==> config.mk <==
export PLATFORM = sky130hd
export DESIGN_NAME = bus_strobe_seq
export DESIGN_NICKNAME = d
export VERILOG_FILES = /design/src/rtl/bss_pkg.sv /design/src/rtl/bss_phase_ctr.sv /design/src/rtl/bss_cycle_latch.sv /design/src/rtl/bss_strobe_gen.sv /design/src/rtl/bus_strobe_seq.sv
export SDC_FILE = /design/constraint.sdc
export NUM_CORES = 1
export LEC_CHECK = 0
export BUFFER_PORTS_ARGS = -buffer_cell sky130_fd_sc_hd__buf_2
export CAP_MARGIN = 20
export CORE_UTILIZATION = 40
export DETAILED_ROUTE_END_ITERATION = 8
export GPL_ROUTABILITY_DRIVEN = 0
export RECOVER_POWER = 25
export SLEW_MARGIN = 20
export SYNTH_ARGS = -nofsm -noshare
export SYNTH_HDL_FRONTEND = slang
export SYNTH_SLANG_ARGS = --single-unit
==> constraint.sdc <==
create_clock -name clk -period 1.8 [get_ports clk]
set_input_delay 0.18 -clock clk [delete_from_list [all_inputs] [get_ports clk]]
set_output_delay 0.18 -clock clk [all_outputs]
set_load 0.01 [all_outputs]
==> src/rtl/bss_pkg.sv <==
package bss_pkg;

    typedef enum logic [1:0] {
        AD_NONE = 2'b00,
        AD_ADDR = 2'b01,
        AD_DATA = 2'b10
    } ad_sel_e;

    // Per-machine-cycle control, captured at the cycle boundary
    typedef struct packed {
        logic ext_exec;
        logic ale_off;
        logic idle;
        logic pwrdn;
        logic xrd;
        logic xwr;
        logic tbl;
    } cyc_flags_t;

    typedef struct packed {
        logic    ale;
        logic    psen_n;
        logic    rd_n;
        logic    wr_n;
        ad_sel_e ad;
    } strobe_t;

    localparam strobe_t STROBE_RESET = '{
        ale:    1'b0,
        psen_n: 1'b1,
        rd_n:   1'b1,
        wr_n:   1'b1,
        ad:     AD_NONE
    };

endpackage

==> src/rtl/bss_phase_ctr.sv <==
module bss_phase_ctr #(
    parameter int CYC_LEN = 12,
    parameter int PH_W    = $clog2(CYC_LEN)
) (
    input  logic            clk,
    input  logic            rst_n,
    output logic [PH_W-1:0] phase_o,
    output logic            wrap_o
);

    localparam logic [PH_W-1:0] LAST = PH_W'(CYC_LEN - 1);

    logic [PH_W-1:0] phase_d, phase_q;

    always_comb begin
        phase_d = (phase_q == LAST) ? '0 : phase_q + 1'b1;
    end

    always_ff @(posedge clk or negedge rst_n) begin
        if (!rst_n) phase_q <= '0;
        else        phase_q <= phase_d;
    end

    assign phase_o = phase_q;
    assign wrap_o  = (phase_q == LAST);


    wrap_to_zero_chk: assert property (@(posedge clk) disable iff (!rst_n)
        wrap_o |=> (phase_o == '0));


    phase_step_chk: assert property (@(posedge clk) disable iff (!rst_n)
        !wrap_o |=> (phase_o == $past(phase_o) + 1'b1));

endmodule

==> src/rtl/bss_cycle_latch.sv <==
module bss_cycle_latch
    import bss_pkg::*;
(
    input  logic       clk,
    input  logic       rst_n,
    input  logic       wrap_i,
    input  cyc_flags_t flags_i,
    output cyc_flags_t flags_o
);

    cyc_flags_t flags_d, flags_q;

    always_comb begin
        flags_d = flags_q;
        if (wrap_i) flags_d = flags_i;
    end

    always_ff @(posedge clk or negedge rst_n) begin
        if (!rst_n) flags_q <= '0;
        else        flags_q <= flags_d;
    end

    assign flags_o = flags_q;


    hold_mid_cycle_chk: assert property (@(posedge clk) disable iff (!rst_n)
        !wrap_i |=> (flags_o == $past(flags_o)));

endmodule

==> src/rtl/bss_strobe_gen.sv <==
module bss_strobe_gen
    import bss_pkg::*;
#(
    parameter int CYC_LEN    = 12,
    parameter int PH_W       = $clog2(CYC_LEN),
    parameter int ALE_W      = 2,
    parameter int PSEN_START = 3,
    parameter int PSEN_W     = 3,
    parameter int RW_START   = 5,
    parameter int RW_W       = 6
) (
    input  logic            clk,
    input  logic            rst_n,
    input  logic [PH_W-1:0] phase_i,
    input  cyc_flags_t      flags_i,
    output strobe_t         strobe_o
);

    localparam int HALF = CYC_LEN / 2;

    function automatic logic in_win(input logic [PH_W-1:0] ph,
                                    input int start, input int width);
        return (int'(ph) >= start) && (int'(ph) < start + width);
    endfunction

    strobe_t out_d, out_q;
    logic    acc, rd_eff, wr_eff, ale_en, fetch_en;

    always_comb begin
        out_d    = STROBE_RESET;
        acc      = flags_i.xrd | flags_i.xwr;
        rd_eff   = flags_i.xrd;
        wr_eff   = flags_i.xwr & ~flags_i.xrd;
        ale_en   = flags_i.ext_exec | ~flags_i.ale_off | acc | flags_i.tbl;
        fetch_en = (flags_i.ext_exec | flags_i.tbl) & ~acc;

        if (flags_i.pwrdn) begin
            out_d.ale    = 1'b0;
            out_d.psen_n = 1'b0;
        end else if (flags_i.idle) begin
            out_d.ale    = 1'b1;
            out_d.psen_n = 1'b1;
        end else begin
            out_d.ale = ale_en &
                        (in_win(phase_i, 0, ALE_W) |
                         (~acc & in_win(phase_i, HALF, ALE_W)));
            out_d.psen_n = ~(fetch_en &
                             (in_win(phase_i, PSEN_START, PSEN_W) |
                              in_win(phase_i, PSEN_START + HALF, PSEN_W)));
            out_d.rd_n = ~(rd_eff & in_win(phase_i, RW_START, RW_W));
            out_d.wr_n = ~(wr_eff & in_win(phase_i, RW_START, RW_W));
            if (out_d.ale)
                out_d.ad = AD_ADDR;
            else if (!out_d.psen_n || !out_d.rd_n || !out_d.wr_n)
                out_d.ad = AD_DATA;
            else
                out_d.ad = AD_NONE;
        end
    end

    always_ff @(posedge clk or negedge rst_n) begin
        if (!rst_n) out_q <= STROBE_RESET;
        else        out_q <= out_d;
    end

    assign strobe_o = out_q;


    pwrdn_level_chk: assert property (@(posedge clk) disable iff (!rst_n)
        flags_i.pwrdn |=> (!out_q.ale && !out_q.psen_n && out_q.rd_n && out_q.wr_n));


    idle_level_chk: assert property (@(posedge clk) disable iff (!rst_n)
        (flags_i.idle && !flags_i.pwrdn) |=> (out_q.ale && out_q.psen_n && out_q.rd_n && out_q.wr_n));


    ale_two_wide_chk: assert property (@(posedge clk) disable iff (!rst_n)
        ($rose(out_q.ale) && !flags_i.idle && !flags_i.pwrdn) |=> out_q.ale);


    rw_exclusive_chk: assert property (@(posedge clk) disable iff (!rst_n)
        !(!out_q.rd_n && !out_q.wr_n));


    fetch_data_excl_chk: assert property (@(posedge clk) disable iff (!rst_n)
        !(!out_q.psen_n && (!out_q.rd_n || !out_q.wr_n)));


    rd_after_ale_chk: assert property (@(posedge clk) disable iff (!rst_n)
        $fell(out_q.rd_n) |-> ($past(out_q.ale, 4) && !$past(out_q.ale, 3)));

endmodule

==> src/rtl/bus_strobe_seq.sv <==
module bus_strobe_seq
    import bss_pkg::*;
#(
    parameter int CYC_LEN    = 12,
    parameter int ALE_W      = 2,
    parameter int PSEN_START = 3,
    parameter int PSEN_W     = 3,
    parameter int RW_START   = 5,
    parameter int RW_W       = 6
) (
    input  logic       clk,
    input  logic       rst_n,
    input  logic       xdata_rd_i,
    input  logic       xdata_wr_i,
    input  logic       table_rd_i,
    input  logic       ext_exec_i,
    input  logic       ale_off_i,
    input  logic       idle_i,
    input  logic       pwrdn_i,
    output logic       ale_o,
    output logic       psen_n_o,
    output logic       rd_n_o,
    output logic       wr_n_o,
    output logic [1:0] ad_sel_o
);

    localparam int PH_W = $clog2(CYC_LEN);

    logic [PH_W-1:0] phase;
    logic            wrap;
    cyc_flags_t      flags_in, flags_cur;
    strobe_t         strobe;

    always_comb begin
        flags_in.ext_exec = ext_exec_i;
        flags_in.ale_off  = ale_off_i;
        flags_in.idle     = idle_i;
        flags_in.pwrdn    = pwrdn_i;
        flags_in.xrd      = xdata_rd_i;
        flags_in.xwr      = xdata_wr_i;
        flags_in.tbl      = table_rd_i;
    end

    bss_phase_ctr #(
        .CYC_LEN (CYC_LEN),
        .PH_W    (PH_W)
    ) u_phase (
        .clk     (clk),
        .rst_n   (rst_n),
        .phase_o (phase),
        .wrap_o  (wrap)
    );

    bss_cycle_latch u_latch (
        .clk     (clk),
        .rst_n   (rst_n),
        .wrap_i  (wrap),
        .flags_i (flags_in),
        .flags_o (flags_cur)
    );

    bss_strobe_gen #(
        .CYC_LEN    (CYC_LEN),
        .PH_W       (PH_W),
        .ALE_W      (ALE_W),
        .PSEN_START (PSEN_START),
        .PSEN_W     (PSEN_W),
        .RW_START   (RW_START),
        .RW_W       (RW_W)
    ) u_strobe (
        .clk      (clk),
        .rst_n    (rst_n),
        .phase_i  (phase),
        .flags_i  (flags_cur),
        .strobe_o (strobe)
    );

    assign ale_o    = strobe.ale;
    assign psen_n_o = strobe.psen_n;
    assign rd_n_o   = strobe.rd_n;
    assign wr_n_o   = strobe.wr_n;
    assign ad_sel_o = strobe.ad;


    ad_addr_chk: assert property (@(posedge clk) disable iff (!rst_n)
        (ad_sel_o == 2'b01) |-> ale_o);


    ad_data_chk: assert property (@(posedge clk) disable iff (!rst_n)
        (ad_sel_o == 2'b10) |-> (!ale_o && (!psen_n_o || !rd_n_o || !wr_n_o)));

endmodule

==> metrics <==
run status finished, final reports clean; 1st-iter DRT viols 6; GRT overflow 0; commonest cells in the netlist dfrtp_1, mux2_2, nor2_1; Max VDD drop 0.400 mV; CORE AREA 1750 sq um; fin crit period 1.50 ns; CTS tree built; synthesized area 751 sq um; synthesis-stage register bit count 17; Worst R2R Start u_phase.phase_o[0]$_DFF_PN0_; syn_area_per_cell 12.5 sq um; Max-Cap Viols 0; WP buf/inv 0; first-pass GRT wire length 1870 um; Final Hold Fails 0; diode count 0; Worst-Skew Late Latency 0.28 ns; initial antenna violation count 0; ys flop type dfrtp_1; total track usage 13.3%; CTS clk-pin slew, worst paths 0.09 ns; Post-synth EDFFs 0; number of port buffers 14; Synth area leaders dfrtp_1, dfstp_2, mux2_2; power density cells 718 nW/um^2; fin area 883 sq um; Clock Sinks 17; total number of vias 483; Post-Synthesis Cells 60; CP max stage delay 0.41 ns; Pleak 0.388 nW; Tightest Hold Check Type in -> reg; Pwr Total 635 uW; Syn-to-layout area delta 17.7%; Setup TNS 0 ns; FMAX 0.666 GHz; root buf cell clkbuf_4; hold depth 2; most common cell in the netlist dfrtp_1; delay-heaviest family, CP multiplexers; critical path class reg -> reg; headroom to the max-slew limit 40.5%; pins over their slew limit 0; die area 2050 sq um; Worst Setup End Kind register; WP data required 1.97 ns; Rows 15; final worst-path cycle share 83.5%; share of cells above drive strength 1 34.6%; routed vias/inst 4.69; Net Count, Synth 72; library cells used by synthesis 25; Yosys top cell area share 46.7%; Yosys warnings 0; register area share after synthesis 57.2%; chip height 45.3 um; H-tree depth 1; vias in the first global route 436; Worst R2R Setup Slack 0.30 ns; starting density of the core 43.0%; Post-Route WL 1150 um; Layout Skew 0.00142 ns; Crit Reg-Reg Endpoint u_latch.flags_o[2]$_DFFE_PN0P_; R2R depth 3; Cells after DPL 98; total CTS buffers 3; worst path cell trace ha_1, nand3b_1, mux2_1; Synth async-reset ratio 100%; arrival time worst endpoint 1.68 ns; fin util 50.6%; Final setup viols 0; slowest stage cell, crit path mux2_1; io pins 15; total iterations of the first detailed-routing run 4; post-DP HPWL 879 um; largest net degree at the start of global routing 18; RSZ-0062 raised after global routing no; Placed Instance Area 847 sq um; Endpoint, Worst Hold u_latch.flags_o[3]$_DFFE_PN0P_; die width 45.3 um; Finished Layout Cells 103; Slew @ Worst Pin 0.892 ns; drt wl/cell 11.1 um; drt drc 0; Post-DRT Antenna Nets 0; min-delay src pwrdn_i; Yosys top cell by area dfrtp_1; CTS max path bufs 2; Crit Path Max Fanout 8; Final nets 91; startpoint types register; post-CTS resize count 0
-- routing by layer --
layer  GRT usage, %  up-vias  share of wire [%]
met4           5.45        0                  0
met2           19.1       13                 46
met3           4.80        0                4.0
met1           18.1      224                 50
met5              0        -                  0
li1               -      246                  -
-- flip-flops by register name (all words and copies together) (netlist names) --
register,count
u_latch.flags_o,7
u_strobe.strobe_o,6
u_phase.phase_o,4
-- stage by stage --
| stage | hold slack, ns | worst slack, ns |
|---|---|---|
| floorplan | -0.116 | 0.444 |
| CTS | 0.0950 | 0.266 |
| global route | 0.0850 | 0.191 |
| finish | 0.102 | 0.298 |
| global placement | 0.118 | 0.316 |
| detailed placement | 0.114 | 0.286 |
-- worst reg2reg max path: cells and delay by family (launching register included) --
family / cells / cell delay (ns)
muxes: 1 / 0.41
DFF: 1 / 0.40
and+or+nand+nor: 1 / 0.32
adders and majority gates: 1 / 0.26
-- repair_timing --
| item | CTS | global route |
|---|---|---|
| hold buffers | 1 | 0 |
| hold endpoints to repair | 14 | 0 |
| setup buffers | 0 | 0 |
-- final cells by class --
cell class              instances  area, sq um
fillers                       165          862
flip-flops and latches         17          429
multi-input cells              39          305
repair buffers                 15         78.8
well taps                      25         31.3
clock buffers                   3         22.5
inverters                       3         11.3
clock inverters                 1         5.00
-- kinds of logic (layout without fill, tap and decap cells) --
group                    Yosys count  in the layout  synth area share, %
AO/OA/AOI/OAI                      9              9                 9.34
adder cells (fa/ha/maj)            3              3                 5.00
buffers and inverters              4             22                 2.17
flip-flops                        17             17                 57.2
multiplexers                       7              7                 10.5
AND/OR/NAND/NOR                   20             20                 15.8
-- power breakdown --
group          total, mW  internal, mW  leakage, nW  switching (mW)
combinational     0.0355        0.0179        0.167          0.0176
sequential         0.403         0.394        0.204         0.00856
clock              0.196        0.0825       0.0177           0.114
total              0.635         0.495        0.388           0.140
-- cells in the final DEF, fill, tap and decap left out, types with 3 or more instances in the layout --
| master | instances |
|---|---|
| dfrtp_1 | 14 |
| buf_2 | 13 |
| nor2_1 | 4 |
| mux2_2 | 4 |
| inv_1 | 3 |
| nand2b_1 | 3 |
| nor3_1 | 3 |
| mux2_1 | 3 |
| ha_1 | 3 |
| clkbuf_4 | 3 |
| dfstp_2 | 3 |
-- how the worst max path moves through the flow --
stage,startpoint,cells after the start,slack (ns),to
5_1_grt,u_phase.phase_o[0]$_DFF_PN0_,3,0.19,u_latch.flags_o[3]$_DFFE_PN0P_
2_1_floorplan,u_phase.phase_o[0]$_DFF_PN0_,3,0.44,u_latch.flags_o[0]$_DFFE_PN0P_
4_1_cts,u_phase.phase_o[0]$_DFF_PN0_,3,0.27,u_latch.flags_o[2]$_DFFE_PN0P_
6_report,u_phase.phase_o[0]$_DFF_PN0_,3,0.30,u_latch.flags_o[2]$_DFFE_PN0P_
3_3_place_gp,u_phase.phase_o[0]$_DFF_PN0_,3,0.32,u_latch.flags_o[1]$_DFFE_PN0P_
3_5_place_dp,u_phase.phase_o[0]$_DFF_PN0_,3,0.29,u_latch.flags_o[2]$_DFFE_PN0P_
Note: power is estimated with default switching activity, not from simulation.
